===== src/rtl/cmov_pkg.sv =====
package cmov_pkg;
  localparam int unsigned CMOV_DATA_W = 64;

  typedef enum logic {
    TEST_EQZ = 1'b0,
    TEST_NEZ = 1'b1
  } test_op_e;
endpackage


===== src/rtl/cmov_tag_stage.sv =====
// First micro-op: condition + candidate -> tagged word
module cmov_tag_stage #(
  parameter int unsigned DATA_W = cmov_pkg::CMOV_DATA_W,
  localparam int unsigned TAG_W = DATA_W + 1
) (
  input  logic              clk_i,
  input  logic              rst_ni,
  input  logic              valid_i,
  input  logic              op_i,
  input  logic [DATA_W-1:0] cond_i,
  input  logic [DATA_W-1:0] cand_i,
  output logic              valid_o,
  output logic [TAG_W-1:0]  word_o
);
  import cmov_pkg::*;

  logic cond_nz;
  logic tag_d;

  assign cond_nz = |cond_i;

  always_comb begin
    unique case (test_op_e'(op_i))
      TEST_EQZ: tag_d = ~cond_nz;
      TEST_NEZ: tag_d = cond_nz;
      default:  tag_d = 1'b0;
    endcase
  end

  always_ff @(posedge clk_i or negedge rst_ni) begin
    if (!rst_ni) begin
      valid_o <= 1'b0;
      word_o  <= '0;
    end else begin
      valid_o <= valid_i;
      if (valid_i) word_o <= {tag_d, cand_i};
    end
  end
endmodule


===== src/rtl/cmov_select_stage.sv =====
// Second micro-op: tagged word + old value -> result
module cmov_select_stage #(
  parameter int unsigned DATA_W = cmov_pkg::CMOV_DATA_W,
  localparam int unsigned TAG_W = DATA_W + 1
) (
  input  logic              clk_i,
  input  logic              rst_ni,
  input  logic              valid_i,
  input  logic [TAG_W-1:0]  word_i,
  input  logic [DATA_W-1:0] old_i,
  output logic              valid_o,
  output logic [DATA_W-1:0] result_o
);
  logic              tag;
  logic [DATA_W-1:0] cand;

  assign tag  = word_i[TAG_W-1];
  assign cand = word_i[DATA_W-1:0];

  always_ff @(posedge clk_i or negedge rst_ni) begin
    if (!rst_ni) begin
      valid_o  <= 1'b0;
      result_o <= '0;
    end else begin
      valid_o <= valid_i;
      if (valid_i) result_o <= tag ? cand : old_i;
    end
  end
endmodule


===== src/rtl/cmov_split_unit.sv =====
module cmov_split_unit #(
  parameter int unsigned DATA_W = cmov_pkg::CMOV_DATA_W,
  localparam int unsigned TAG_W = DATA_W + 1
) (
  input  logic              clk_i,
  input  logic              rst_ni,
  input  logic              issue_valid_i,
  input  logic              test_op_i,
  input  logic [DATA_W-1:0] cond_i,
  input  logic [DATA_W-1:0] new_i,
  input  logic [DATA_W-1:0] old_i,
  output logic              result_valid_o,
  output logic [DATA_W-1:0] result_o
);
  logic             s1_valid;
  logic [TAG_W-1:0] s1_word;

  cmov_tag_stage #(.DATA_W(DATA_W)) u_tag (
    .clk_i   (clk_i),
    .rst_ni  (rst_ni),
    .valid_i (issue_valid_i),
    .op_i    (test_op_i),
    .cond_i  (cond_i),
    .cand_i  (new_i),
    .valid_o (s1_valid),
    .word_o  (s1_word)
  );

  cmov_select_stage #(.DATA_W(DATA_W)) u_sel (
    .clk_i    (clk_i),
    .rst_ni   (rst_ni),
    .valid_i  (s1_valid),
    .word_i   (s1_word),
    .old_i    (old_i),
    .valid_o  (result_valid_o),
    .result_o (result_o)
  );
endmodule


===== config.mk =====
export PLATFORM = sky130hd
export DESIGN_NAME = cmov_split_unit
export DESIGN_NICKNAME = d
export VERILOG_FILES = /design/src/rtl/cmov_pkg.sv /design/src/rtl/cmov_tag_stage.sv /design/src/rtl/cmov_select_stage.sv /design/src/rtl/cmov_split_unit.sv
export SDC_FILE = /design/constraint.sdc
export NUM_CORES = 1
export LEC_CHECK = 0
export ABC_AREA = 0
export BUFFER_PORTS_ARGS = -buffer_cell sky130_fd_sc_hd__buf_2
export CORE_MARGIN = 2
export CORE_UTILIZATION = 42
export CTS_CLUSTER_DIAMETER = 200
export DETAILED_ROUTE_END_ITERATION = 10
export PLACE_DENSITY = 0.76
export SLEW_MARGIN = 20
export SYNTH_ARGS = -nofsm -noshare
export SYNTH_HDL_FRONTEND = slang
export SYNTH_SLANG_ARGS = --single-unit

===== constraint.sdc =====
create_clock -name clk_i -period 1.31 [get_ports clk_i]
set_clock_uncertainty 0.2 [all_clocks]
set_input_delay 0.0655 -clock clk_i [delete_from_list [all_inputs] [get_ports clk_i]]
set_output_delay 0.0655 -clock clk_i [all_outputs]
set_load 0.02 [all_outputs]

==> flow_metrics.tcl <==
set metrics [dict create \
    fin_tns_setup_ps -4575 \
    grt_util_all_layers 0.2653 \
    drt_iter0_markers 342 \
    fp.dieH_um 118.3 \
    timing.reg2reg.setup_slack_ps -150 \
    power.ir.vdd_worst_v 0.0006400 \
    maxSlewHeadroom 0.7665 \
    setup_violations 65 \
    antenna_found_initial 3 \
    initial_core_util 0.4333 \
    register_bit_total_from_synthesis 131 \
    grt_pass1_vias 5878 \
    rows 41 \
    synth.mux.area_fraction 0.2479 \
    syn_area_um2 5490 \
    drc_violations_left 0 \
    failed_checks "negative hold slack, negative setup slack" \
    clk_root_buffer_cell "sky130_fd_sc_hd__clkbuf_16" \
    multi_input_comb_area_um2 2217 \
    clock.fmax_mhz 686.7 \
    basic_gate_share_of_the_synthesized_area_counting_and_or_nand_and_nor_cells 0.07133 \
    die_outline_area_um2 14000 \
    yosys.cell_count.top_type "sky130_fd_sc_hd__dfrtp_1" \
    yosys.area_share.xor_xnor 0 \
    status "finished with violations" \
    regArea_um2 3286 \
    netlist.area_leader.share 0.5971 \
    clock_sinks 131 \
    die_x_um 118.3 \
    cts_hold_buf 131 \
    layout.cell_area.non_filler_um2 9240 \
    synth.area.top_cells "sky130_fd_sc_hd__dfrtp_1 (60%), sky130_fd_sc_hd__mux2_2 (13%), sky130_fd_sc_hd__mux2i_1 (12%)" \
    htree_levels 4 \
    num-nets-final 1039 \
    setup_repair_after_global_routing_missed_its_margin "yes" \
    synth_top_cells_by_count "sky130_fd_sc_hd__dfrtp_1 (131), sky130_fd_sc_hd__a21oi_1 (64), sky130_fd_sc_hd__mux2_2 (64), sky130_fd_sc_hd__mux2i_1 (64), sky130_fd_sc_hd__nor2_1 (64)" \
    detail_route.wl_per_cell_um 18.38 \
    synth_enable_flop_cells 0 \
    timing.critical_path.cells "buf_12, buf_12, mux2i_2, a21oi_1" \
    core_ar_um2 12670 \
    timing.final.ws_setup_ps -146.3 \
    worst-endpoint-arrival_ps 1540 \
    drive_above_1_share 0.4550 \
    placement.cell_area_um2 7162 \
    total_routed_length_um 18940 \
    maximum_number_of_pins_on_one_net_before_global_route_repair 78 \
    dp_hpwl_um 10890 \
    timing_worst_slew_pin_value_ps 350.2 \
    final_antenna_net_count 0 \
    io_buffer_count 260 \
    post_synthesis_compound_gate_area_fraction 0.06153 \
    tritoncts.num_buffers 17 \
    combinational_family_with_the_most_area_after_synthesis "multiplexers" \
    final.fill_count 817 \
    period_minus_slack_ps 1456 \
    preCtsSetupSlack_ps -350.0 \
    vias 5248 \
    synth-adder-area-share 0 \
    synth_ff_type "sky130_fd_sc_hd__dfrtp_1" \
    netlist-cell-type-count 17 \
    worst-path-max-fanout 7 \
    holdWs_ps -182.1 \
    ys.warnings.count 0 \
    async_reset_ff_frac 1.000 \
    cpMaxStageDelayCell "sky130_fd_sc_hd__dfrtp_4" \
    grt_pass1_wl_um 28750 \
    io-pin-count 261 \
    firstDrtPassIters 5 \
    hold_viol_final 29 \
    gr-total-overflow 0 \
    power_per_cell_area_nw_per_um2 1264 \
    worst_min_path_class "input pin to register" \
    maxCapViolations 0 \
    cts_max_path_buffers 2 \
    worstSetupEndpointType "register" \
    number_of_nets_in_the_synthesized_netlist 637 \
    syn_avg_cell_area_um2 12.45 \
    place_congestion 0.8614 \
    yosysSeqAreaShare 0.5971 \
    clkTransAtPathRegs_ps 60 \
    synthDominantAreaCellType "sky130_fd_sc_hd__dfrtp_1" \
    worst-setup-path-type "register to register" \
    worst_path_largest_cell_delay_ps 490 \
    slew_viol_final 0 \
    start_kind "register" \
    areaGrowthSynthToFinish_pct 68.30 \
    cts_tree "built" \
    cp_data_required_time_ps 1390 \
    clk-insertion-delay-late_ps 420 \
    cells_after_synth 441 \
    layout_worst_path_cycle_share 1.112 \
    drt-vias-per-instance 5.095 \
    cellLeakagePower_nw 4.299 \
    critical-path-top-cell-by-count "sky130_fd_sc_hd__buf_12" \
]
[sequential cells by signal, indices dropped and copies added, names as in the netlist]
signal          flops
u_tag.word_o       65
u_sel.result_o     64
u_tag.valid_o       1
u_sel.valid_o       1
[final timing paths]
check | cells past startpoint | start | end
worst max register to register | 4 | u_tag.word_o[64] | u_sel.result_o[27]
worst max-delay path | 4 | u_tag.word_o[64] | u_sel.result_o[27]
min in group asynchronous | 2 | rst_ni | u_tag.word_o[6]
max in group asynchronous | 3 | rst_ni | u_tag.word_o[35]
worst min-delay path | 5 | cond_i[20] | u_tag.word_o[64]
worst min register to register | 1 | u_tag.word_o[25] | u_tag.word_o[25]
[cell type report]
| cell class | instances | share of cell area |
|---|---|---|
| sequential | 131 | 0.3556 |
| timing repair buffer | 411 | 0.3219 |
| multi-input combinational | 281 | 0.2399 |
| clock buffer | 24 | 0.04888 |
| tap | 172 | 0.02329 |
| clock inverter | 7 | 0.009208 |
| antenna | 3 | 0.0008125 |
| inverter | 1 | 0.0004062 |
[cell families (layout without fill, tap and decap cells)]
| family | after synthesis | in the layout |
|---|---|---|
| other cells | 0 | 3 |
| buf+inv | 29 | 443 |
| compound gates | 66 | 66 |
| mux | 128 | 128 |
| flops | 131 | 131 |
| simple gates | 87 | 87 |
[critical path, delay by kind of cell (launching register included)]
family                 cells  cell delay [ps]
flip-flops                 1              490
AO/OA/AOI/OAI              1              100
multiplexers               1              210
buffers and inverters      2              300
[layout by cell type, fill, tap and decap left out]
cell and instances:
sky130_fd_sc_hd__nand4_1 4, sky130_fd_sc_hd__diode_2 3, sky130_fd_sc_hd__bufinv_16 2, sky130_fd_sc_hd__nand2b_1 1, sky130_fd_sc_hd__a21oi_1 61, sky130_fd_sc_hd__mux2i_4 3, sky130_fd_sc_hd__buf_6 3, sky130_fd_sc_hd__dfrtp_1 129
sky130_fd_sc_hd__or4_1 1, sky130_fd_sc_hd__a21oi_2 3, sky130_fd_sc_hd__dfrtp_4 2, sky130_fd_sc_hd__buf_4 3, sky130_fd_sc_hd__buf_12 11, sky130_fd_sc_hd__clkbuf_1 7, sky130_fd_sc_hd__nor2_1 64, sky130_fd_sc_hd__buf_2 259
sky130_fd_sc_hd__mux2_2 64, sky130_fd_sc_hd__clkbuf_16 20, sky130_fd_sc_hd__mux2i_2 6, sky130_fd_sc_hd__nor4_1 9, sky130_fd_sc_hd__nor4_4 2, sky130_fd_sc_hd__and2_1 1, sky130_fd_sc_hd__inv_1 1, sky130_fd_sc_hd__o221ai_1 1
sky130_fd_sc_hd__mux2i_1 55, sky130_fd_sc_hd__clkinv_2 5, sky130_fd_sc_hd__o41ai_1 1, sky130_fd_sc_hd__dlygate4sd3_1 131, sky130_fd_sc_hd__nor4_2 5, sky130_fd_sc_hd__buf_8 1
[metal layers]
metal	GRT usage	wire length [um]	vias to the layer above
met4	0.1589	824	0
met5	0	0	-
li1	-	-	2387
met2	0.4993	10370	243
met1	0.2608	6814	2554
met3	0.06274	927	64
[power breakdown]
group / internal (mW) / switching [mW] / total (mW)
logic: 1.25 / 1.23 / 2.48
clock network: 2.77 / 1.63 / 4.40
registers: 4.52 / 0.286 / 4.80
[per-stage QoR]
stage / power (mW) / instances / utilization
3_5_place_dp: 6.802 / 858 / 0.5652
5_1_grt: 12.15 / 1030 / 0.7292
3_3_place_gp: 6.713 / 858 / 0.5652
4_1_cts: 11.50 / 1020 / 0.7114
6_report: 11.68 / 1030 / 0.7292
2_1_floorplan: 5.884 / 441 / -
[repair_timing]
item,CTS,global route
endpoints found under the hold margin,261,29
buffers inserted,0,2
resized for setup,1,20
setup endpoints to repair,62,63
cloned,0,5
pin swaps,21,30
Note: power is estimated with default switching activity, not from simulation.
